<file path="config.mk">
export PLATFORM = sky130hd
export DESIGN_NAME = dfcs_adder
export DESIGN_NICKNAME = d
export VERILOG_FILES = /design/src/rtl/dfcs_adder_pkg.sv /design/src/rtl/dfcs_compress42.sv /design/src/rtl/dfcs_segment.sv /design/src/rtl/dfcs_select_adder.sv /design/src/rtl/dfcs_adder.sv
export SDC_FILE = /design/constraint.sdc
export NUM_CORES = 1
export LEC_CHECK = 0
export BUFFER_PORTS_ARGS = -buffer_cell sky130_fd_sc_hd__buf_2
export CAP_MARGIN = 10
export CORE_ASPECT_RATIO = 0.5
export CORE_MARGIN = 3
export CORE_UTILIZATION = 35
export CTS_CLUSTER_SIZE = 20
export DETAILED_ROUTE_END_ITERATION = 16
export HOLD_SLACK_MARGIN = 0.15
export PLACE_DENSITY = 0.6
export SLEW_MARGIN = 10
export SYNTH_ARGS = -nofsm -noshare
export SYNTH_HDL_FRONTEND = slang
export SYNTH_SLANG_ARGS = --single-unit
</file>
<file path="constraint.sdc">
create_clock -name clk -period 13 [get_ports clk]
set_input_delay 2.6 -clock clk [delete_from_list [all_inputs] [get_ports clk]]
set_output_delay 2.6 -clock clk [all_outputs]
set_load 0.03 [all_outputs]
</file>
<file path="src/rtl/dfcs_adder_pkg.sv">
package dfcs_adder_pkg;

   typedef enum logic {
      FIELD_PRIME  = 1'b0,
      FIELD_BINARY = 1'b1
   } field_mode_e;

   function automatic int seg_count(input int total_w, input int seg_w);
      return (total_w + seg_w - 1) / seg_w;
   endfunction

   function automatic int seg_lo(input int idx, input int seg_w);
      return idx * seg_w;
   endfunction

   function automatic int seg_hi(input int idx, input int seg_w, input int total_w);
      return ((idx + 1) * seg_w > total_w) ? total_w : (idx + 1) * seg_w;
   endfunction

endpackage

</file>
<file path="src/rtl/dfcs_compress42.sv">
module dfcs_compress42 #(
   parameter int W = 8
) (
   input  logic         binary_i,
   input  logic [W-1:0] a_i,
   input  logic [W-1:0] b_i,
   input  logic [W-1:0] c_i,
   input  logic [W-1:0] d_i,
   output logic [W-1:0] sum_o,
   output logic [W-1:0] carry_o,
   output logic         spill_o
);

   logic [W-1:0] part;
   logic [W-1:0] side_out;
   logic [W-1:0] side_in;

   if (W < 2) begin : g_bad_w
      $error("dfcs_compress42: W must be at least 2");
   end

   always_comb begin
      part     = a_i ^ b_i ^ c_i;
      side_out = binary_i ? '0 : ((a_i & b_i) | (a_i & c_i) | (b_i & c_i));
      side_in  = {side_out[W-2:0], 1'b0};
      sum_o    = part ^ d_i ^ side_in;
      carry_o  = binary_i ? '0 : ((part & d_i) | (part & side_in) | (d_i & side_in));
      spill_o  = side_out[W-1];
   end

   always_comb begin
      if (binary_i) begin
         AST_CMP_XOR: assert (sum_o == (a_i ^ b_i ^ c_i ^ d_i))
            else $error("compressor sum is not the four-way XOR");
      end else begin
         AST_CMP_CONSERVE: assert (({2'b00, a_i} + {2'b00, b_i} + {2'b00, c_i} + {2'b00, d_i}) ==
                                   ({2'b00, sum_o} + {1'b0, carry_o, 1'b0} + {1'b0, spill_o, {W{1'b0}}}))
            else $error("compressor does not preserve the operand total");
      end
   end

endmodule

</file>
<file path="src/rtl/dfcs_segment.sv">
module dfcs_segment #(
   parameter int W = 16
) (
   input  logic         binary_i,
   input  logic [W-1:0] x_i,
   input  logic [W-1:0] y_i,
   output logic [W-1:0] sum0_o,
   output logic [W-1:0] sum1_o,
   output logic         cout0_o,
   output logic         cout1_o
);

   logic [W:0] with0;
   logic [W:0] with1;

   if (W < 1) begin : g_bad_w
      $error("dfcs_segment: W must be at least 1");
   end

   always_comb begin
      if (binary_i) begin
         with0 = {1'b0, x_i ^ y_i};
         with1 = {1'b0, x_i ^ y_i};
      end else begin
         with0 = {1'b0, x_i} + {1'b0, y_i};
         with1 = {1'b0, x_i} + {1'b0, y_i} + {{W{1'b0}}, 1'b1};
      end
      {cout0_o, sum0_o} = with0;
      {cout1_o, sum1_o} = with1;
   end

   always_comb begin
      if (binary_i) begin
         AST_SEG_SAME: assert ({cout1_o, sum1_o} == {cout0_o, sum0_o} && !cout0_o)
            else $error("binary slice copies differ or carry");
      end else begin
         AST_SEG_PAIR: assert ({cout1_o, sum1_o} == ({cout0_o, sum0_o} + 1'b1))
            else $error("slice carry-in-1 copy is not one above carry-in-0 copy");
      end
   end

endmodule

</file>
<file path="src/rtl/dfcs_select_adder.sv">
module dfcs_select_adder #(
   parameter int W     = 32,
   parameter int SEG_W = 8
) (
   input  logic         binary_i,
   input  logic [W-1:0] x_i,
   input  logic [W-1:0] y_i,
   output logic [W-1:0] sum_o,
   output logic         cout_o
);
   import dfcs_adder_pkg::*;

   localparam int NSEG = seg_count(W, SEG_W);

   logic [NSEG:0] chain;

   if (SEG_W < 1 || SEG_W > W) begin : g_bad_seg
      $error("dfcs_select_adder: SEG_W must lie in 1..W");
   end

   assign chain[0] = 1'b0;

   for (genvar g = 0; g < NSEG; g++) begin : g_seg
      localparam int LO = seg_lo(g, SEG_W);
      localparam int HI = seg_hi(g, SEG_W, W);
      localparam int SW = HI - LO;

      logic [SW-1:0] s0;
      logic [SW-1:0] s1;
      logic          c0;
      logic          c1;

      dfcs_segment #(.W(SW)) u_seg (
         .binary_i (binary_i),
         .x_i      (x_i[HI-1:LO]),
         .y_i      (y_i[HI-1:LO]),
         .sum0_o   (s0),
         .sum1_o   (s1),
         .cout0_o  (c0),
         .cout1_o  (c1)
      );

      if (g == 0) begin : g_first
         assign sum_o[HI-1:LO] = s0;
         assign chain[g+1]     = c0;
         logic unused_first;
         assign unused_first = ^{s1, c1};
      end else begin : g_upper
         assign sum_o[HI-1:LO] = chain[g] ? s1 : s0;
         assign chain[g+1]     = chain[g] ? c1 : c0;
      end
   end

   assign cout_o = chain[NSEG];

endmodule

</file>
<file path="src/rtl/dfcs_adder.sv">
module dfcs_adder #(
   parameter int WIDTH = 130,
   parameter int SEG_W = 16
) (
   input  logic               clk,
   input  logic               rst_n,
   input  logic               mode_i,
   input  logic [WIDTH-1:0]   op_a_i,
   input  logic [WIDTH-1:0]   op_b_i,
   input  logic [WIDTH-1:0]   op_c_i,
   input  logic [WIDTH-1:0]   op_d_i,
   output logic [WIDTH+1:0]   sum_o
);
   import dfcs_adder_pkg::*;

   localparam int OUT_W = WIDTH + 2;

   if (WIDTH < 2) begin : g_bad_width
      $error("dfcs_adder: WIDTH must be at least 2");
   end
   if (SEG_W < 1 || SEG_W > OUT_W) begin : g_bad_seg
      $error("dfcs_adder: SEG_W must lie in 1..WIDTH+2");
   end

   field_mode_e      mode;
   logic             binary;
   logic [OUT_W-1:0] ext_a, ext_b, ext_c, ext_d;
   logic [OUT_W-1:0] red_sum, red_carry, shifted_carry;
   logic [OUT_W-1:0] comb_sum;
   logic             cmp_spill;
   logic             add_spill;

   assign mode   = field_mode_e'(mode_i);
   assign binary = (mode == FIELD_BINARY);
   assign ext_a  = {2'b00, op_a_i};
   assign ext_b  = {2'b00, op_b_i};
   assign ext_c  = {2'b00, op_c_i};
   assign ext_d  = {2'b00, op_d_i};

   dfcs_compress42 #(.W(OUT_W)) u_cmp (
      .binary_i (binary),
      .a_i      (ext_a),
      .b_i      (ext_b),
      .c_i      (ext_c),
      .d_i      (ext_d),
      .sum_o    (red_sum),
      .carry_o  (red_carry),
      .spill_o  (cmp_spill)
   );

   assign shifted_carry = {red_carry[OUT_W-2:0], 1'b0};

   dfcs_select_adder #(.W(OUT_W), .SEG_W(SEG_W)) u_add (
      .binary_i (binary),
      .x_i      (red_sum),
      .y_i      (shifted_carry),
      .sum_o    (comb_sum),
      .cout_o   (add_spill)
   );

   always_ff @(posedge clk) begin
      if (!rst_n) begin
         sum_o <= '0;
      end else begin
         sum_o <= comb_sum;
      end
   end

   AST_NO_OVERFLOW: assert property (@(posedge clk) disable iff (!rst_n)
      !(cmp_spill || red_carry[OUT_W-1] || add_spill)) else $error("carry left the result");

   AST_PRIME_SUM: assert property (@(posedge clk) disable iff (!rst_n)
      (mode_i == 1'b0) |=> (sum_o == ($past(ext_a) + $past(ext_b) + $past(ext_c) + $past(ext_d))))
      else $error("prime-mode result wrong");

   AST_BIN_XOR: assert property (@(posedge clk) disable iff (!rst_n)
      (mode_i == 1'b1) |=> (sum_o == ($past(ext_a) ^ $past(ext_b) ^ $past(ext_c) ^ $past(ext_d))))
      else $error("binary-mode result wrong");

   AST_BIN_TOP: assert property (@(posedge clk) disable iff (!rst_n)
      (mode_i == 1'b1) |=> (sum_o[OUT_W-1:WIDTH] == 2'b00))
      else $error("binary-mode headroom bits set");

   AST_RESET_ZERO: assert property (@(posedge clk)
      !rst_n |=> (sum_o == '0)) else $error("result not cleared by reset");

endmodule

</file>
=== Yosys cells after proc, flatten, opt, wreduce, memory -nomap -nowiden ===
Cells that the tools add are included.

* Add/sub/neg operators: 17
* Muxes and demuxes: 34
* Bitwise operators: 23

{| class="wikitable"
|+ Operators by type and width
! operator !! count
|-
| $or A131 B131 Y131 || 4
|-
| $and A130 B130 Y130 || 3
|-
| $mux W131 || 2
|-
| $xor A130 B130 Y130 || 2
|-
| $mux W17 || 15
|-
| $add A16 B16 Y17 || 8
|-
| $xor A132 B130 Y132 || 1
|-
| $xor A132 B132 Y132 || 1
|-
| $and A130 B131 Y131 || 1
|-
| $and A131 B130 Y131 || 1
|-
| $and A131 B131 Y131 || 1
|-
| $xor A16 B16 Y16 || 8
|-
| $add A17 B1 Y17 const B || 7
|-
| $mux W16 || 7
|-
| $mux W4 || 3
|-
| $mux W1 || 7
|-
| $add A4 B1 Y4 const B || 1
|-
| $add A4 B4 Y4 || 1
|-
| $xor A4 B4 Y4 || 1
|}

* Register bits: 132

=== Depth between registers and ports, before layout ===
* Depth after elaboration: 19
* Gate-level depth with buffers: 28

=== Modules after synthesis ===
Synthesis repeated with hierarchy kept, for this count alone.

* Cell total of the unflattened synthesis: 3456
* Area total of the unflattened synthesis: 28114.5 µm²

{| class="wikitable"
|+ Modules (own cells, without submodules)
! module !! instances !! cells each !! area an instance (µm²)
|-
| dfcs_compress42 || 1 || 950 || 8221.6
|-
| dfcs_segment at u_add.g_seg[2].u_seg ... || 5 || 224 || 1624.1
|-
| dfcs_segment at u_add.g_seg[0].u_seg ... || 3 || 231 || 1680.4
|-
| dfcs_adder || 1 || 279 || 3598.5
|-
| dfcs_select_adder || 1 || 373 || 2780.2
|-
| dfcs_segment at u_add.g_seg[8].u_seg || 1 || 41 || 352.8
|}

=== Worst setup path before layout ===
No wires, ideal clock.

* Kind: input -> register
* Start: input port mode_i
* End: register sum_o[125]
* Library setup time: 0.067 ns
* Arrival time: 9.543 ns
* Required time: 12.933 ns
* Setup slack: 3.390 ns
* Cell stages on the path: 26
* Cell sequence: clkbuf_1 > clkbuf_1 > clkbuf_1 > clkbuf_1 > clkbuf_1 > nor2b_1 > fa_1 > nor2b_1 > ha_1 > fa_1 > a211o_1 > a2111o_1 > a31o_2 > a21oi_1 > xor2_1 > nor4b_1 > nand4_1 > nor3_4 > mux2i_2 > mux2_4 > mux2i_1 > mux2i_2 > mux2_4 > or4_1 > a21o_1 > a21oi_2

* Word-level cells in the longest chain between the ends: 15

{| class="wikitable"
|+ RTL lines
! element !! RTL line !! RTL
|-
| start, declared || dfcs_adder.sv:7 || <nowiki>input logic mode_i,</nowiki>
|-
| $mux W131 || dfcs_compress42.sv:24 || <nowiki>side_out = binary_i ? '0 : ((a_i & b_i) | (a_i & c_i) | (b_i & c_i));</nowiki>
|-
| $and A131 B131 Y131 || dfcs_compress42.sv:27 || <nowiki>carry_o = binary_i ? '0 : ((part & d_i) | (part & side_in) | (d_i & side_in));</nowiki>
|-
| $or A131 B131 Y131 (2 in a row) || dfcs_compress42.sv:27 ||
|-
| $mux W131 || dfcs_compress42.sv:27 ||
|-
| $add A16 B16 Y17 || dfcs_segment.sv:25, dfcs_segment.sv:26 ||
|-
| $add A17 B1 Y17 || dfcs_segment.sv:26 || <nowiki>with1 = {1'b0, x_i} + {1'b0, y_i} + {{W{1'b0}}, 1'b1};</nowiki>
|-
| $mux W17 || dfcs_segment.sv:21 || <nowiki>if (binary_i) begin</nowiki>
|-
| $mux W1 (6 in a row) || dfcs_select_adder.sv:50 || <nowiki>assign chain[g+1] = chain[g] ? c1 : c0;</nowiki>
|-
| $mux W16 * || dfcs_select_adder.sv:49 || <nowiki>assign sum_o[HI-1:LO] = chain[g] ? s1 : s0;</nowiki>
|-
| end signal, assigned || dfcs_adder.sv:65 || <nowiki>sum_o <= comb_sum;</nowiki>
|-
| end, declared || dfcs_adder.sv:12 || <nowiki>output logic [WIDTH+1:0] sum_o</nowiki>
|}

Mark *: on every way between the ends. The rest lies on a longest branch, timed or not.
A chain may end at the register's enable or synchronous reset.

=== Worst setup path after layout ===
* Start: input port mode_i
* End: register sum_o[116]

Same word-level chain as after synthesis.

==> impl_results.md <==
- Outcome: finished, final reports clean
- Final WL: a little under 70 mm
- RSZ-0062 raised after global routing: no
- Internal cell power: 1.69 mW
- Fillers: 6,116
- Largest net degree at the start of global routing: around 110
- Setup Buffers After CTS: 0
- XOR/XNOR Fraction of Synth Area: 7.58%
- Combinational share of power: approximately 70%
- Final period utilization: 71.7%
- Slowest CP cell: fa_1
- Drt first pass iters: 5
- WS Path Type: in -> reg
- Post-synth EDFFs: 0
- Die Area: 0.0646 sq mm
- Number of distinct library cells after synthesis: 87
- Clock buffer depth: 2
- Hold buffer count at CTS: 0
- Largest regs: sum_o: 132 flops
- Synth Area in Compound Gates: 16.8%
- H-tree depth: 4
- Mapped Avg Cell Area: approximately 8.3 sq um
- Crit end category: flip-flop
- Synthesized area: 0.0215 sq mm
- FMAX: 107 MHz
- Synth Instances: about 2,600
- Share of cells above drive strength 1: 23.4%
- Post-synthesis mux area share: 1.62%
- Final Wtd Congestion: 0.937
- DRC marker count from the first detailed-route iteration: about 940
- Die W: 356 um
- CTS sink count: 132
- Post-synthesis sequential area ratio: between 10% and 20%
- Clock power frac: 14.9%
- Net Switching: 1.68 mW
- Pins Over Slew Limit: 0
- Port bufs: 654
- Commonest non-fill, non-tap cells in the layout: 653 x buf_2, 268 x fa_1, 243 x inv_1, 212 x nor2_1
- Core ar.: 0.0600 sq mm
- Worst Setup Start Kind: input pin
- Data required, critical path: 13.37 ns
- Hold Vio Cnt, Final: 0
- Die height: between 150 and 200 um
- Worst vdd ir: slightly below 0.00008 V
- Reg area: 0.00264 sq mm
- Commonest non-fill, non-tap cell in the layout: buf_2
- CTS tree: yes
- Gr usage total: 20.7%
- Clk slew on worst S/H paths: around 0.07 ns
- Seq cells post-synth: ~130
- Diode count: 0
- Worst Tran Pin Value: 0.919 ns
- Final WS setup: 3.68 ns
- Remaining DRCs: 0
- Setup TNS Final: 0 ns
- YS warnings: 0
- Power per Cell Area: 129 mW/mm^2
- Final-stage net count: 4,082
- Largest Register: sum_o
- Final min period: 9.32 ns
- Via Count: just over 20,000
- Max incr delay on CP: 0.52 ns
- Initial Util: 35.8%
- Main combinational cell family by area after synthesis: adder cells
- Arrival time at the worst endpoint: 9.69 ns
- Placement Setup Slack: between 3 and 4 ns
- Drt wl/cell: 17.5 um
- Top Ports: about 660
- Area of the multi-input gates: 0.0175 sq mm
- Initial antenna violation count: 1
- Resized Gates After CTS: 0
- CP max FO: slightly above 80
- Root buf cell: clkbuf_16
- Dpl hpwl: 57.6 mm
- Adder-cell area share of the yosys netlist: around a third
- Synthesized Nets: 3,528
- Post-Synth Simple-Gate Area: 21.2%
- Max FFs per register: 132
- Max-cap viol count: 0
- Asr flop ratio synth: 0%
- CTS buffer count: 17
- Hold Crit Class: in -> reg
- Vias per std cell: 5.09
- Row count: 63
- Critical path's most frequent cell: a21oi_1
- Setup-failing EPs final: 0
- Rel. slew slack: approximately two fifths
- Sw Ratio: 49.9%
- Synth Flop Type: dfxtp_1
- First-pass GRT wire length: 107 mm
- Vias in the first global route: 20,100
- Leak Pwr: 12.4 nW
- Sequential Power Share: between 15 and 20%
- Layout overhead on the synthesized area: 21.0%
- Final ANT Viol Nets: 0
- GRT overflow: 0
cell usage after synthesis (all sizes together) (19+ instances only):
master | n | share of area [%]
dfxtp | 132 | 12
nor2b | 144 | 4.2
ha | 155 | 9.0
nand2 | 173 | 3.0
nor2 | 212 | 3.7
clkbuf | 108 | 1.9
xor2 | 63 | 2.6
nor3 | 65 | 1.6
mux2i | 30 | 1.4
a21o | 68 | 2.4
and3 | 20 | 0.61
o211ai | 23 | 0.83
buf | 19 | 0.36
fa | 268 | 25
or3 | 61 | 1.8
nand3 | 56 | 1.3
a21oi | 176 | 4.2
inv | 245 | 4.3
o21ai | 114 | 2.7
nor4 | 31 | 0.90
xnor2 | 122 | 5.0
a211oi | 22 | 0.79
nand2b | 22 | 0.64
o21bai | 24 | 0.84
area by class of cell:
class	count	share of cell area [%]
well taps	812	3.91
flip-flops and latches	132	10.2
repair buffers	662	13.0
multi-input cells	2078	67.2
clock buffers	19	1.70
inverters	245	3.56
clock inverters	12	0.505
kinds of logic (layout without fill, tap and decap cells):
logic type / Yosys count / count (layout)
AO/OA/AOI/OAI: 555 / 555
XOR/XNOR: 185 / 185
adder cells (fa/ha/maj): 423 / 423
buffers and inverters: 372 / 938
flip-flops: 132 / 132
multiplexers: 33 / 33
AND/OR/NAND/NOR: 882 / 882
through the flow:
| step | power, mW | hold slack, ns | cell area [sq um] | utilization [%] | cells |
|---|---|---|---|---|---|
| 2_1_floorplan | 2.21 | 2.76 | 21500 | - | 2582 |
| 3_3_place_gp | 2.85 | 3.04 | 25400 | 42.4 | 3929 |
| 3_5_place_dp | 2.87 | 3.04 | 25400 | 42.4 | 3929 |
| 4_1_cts | 3.39 | 2.58 | 26000 | 43.3 | 3960 |
| 5_1_grt | 3.67 | 2.60 | 26000 | 43.3 | 3960 |
| 6_report | 3.36 | 2.65 | 26000 | 43.3 | 3960 |
layer usage:
layer	routed length, um	part of all wire, %	track usage, %	vias up
met4	806	1.2	3.87	0
li1	-	-	-	9870
met1	29800	43	26.2	9901
met5	0	0	0	-
met2	36200	52	38.2	337
met3	2260	3.3	2.26	39
critical path: cells and delay by family:
kind                       cells  cell delay [ns]
AOI/OAI and AO/OA              9             2.16
and+or+nand+nor                6             1.88
muxes                          1             0.22
xor gates and xnor gates       1             0.17
adders and majority gates      3             1.23
buffers and inverters          5             1.26
power groups by stage:
| stage | registers, mW | clock network (mW) | logic, mW |
|---|---|---|---|
| 3_3_place_gp | 0.548 | 0 | 2.30 |
| 2_1_floorplan | 0.758 | 0 | 1.45 |
| 4_1_cts | 0.541 | 0.516 | 2.34 |
| 5_1_grt | 0.550 | 0.532 | 2.59 |
| 6_report | 0.539 | 0.502 | 2.32 |
| 3_5_place_dp | 0.549 | 0 | 2.32 |
final timing paths:
| kind | startpoint | end | slack (ns) | depth (start not counted) |
|---|---|---|---|---|
| max | mode_i | sum_o[116]$_SDFF_PN0_ | 3.68 | 25 |
| min | op_d_i[0] | sum_o[0]$_SDFF_PN0_ | 2.65 | 3 |
No activity file was read; power rests on OpenSTA's default activity.
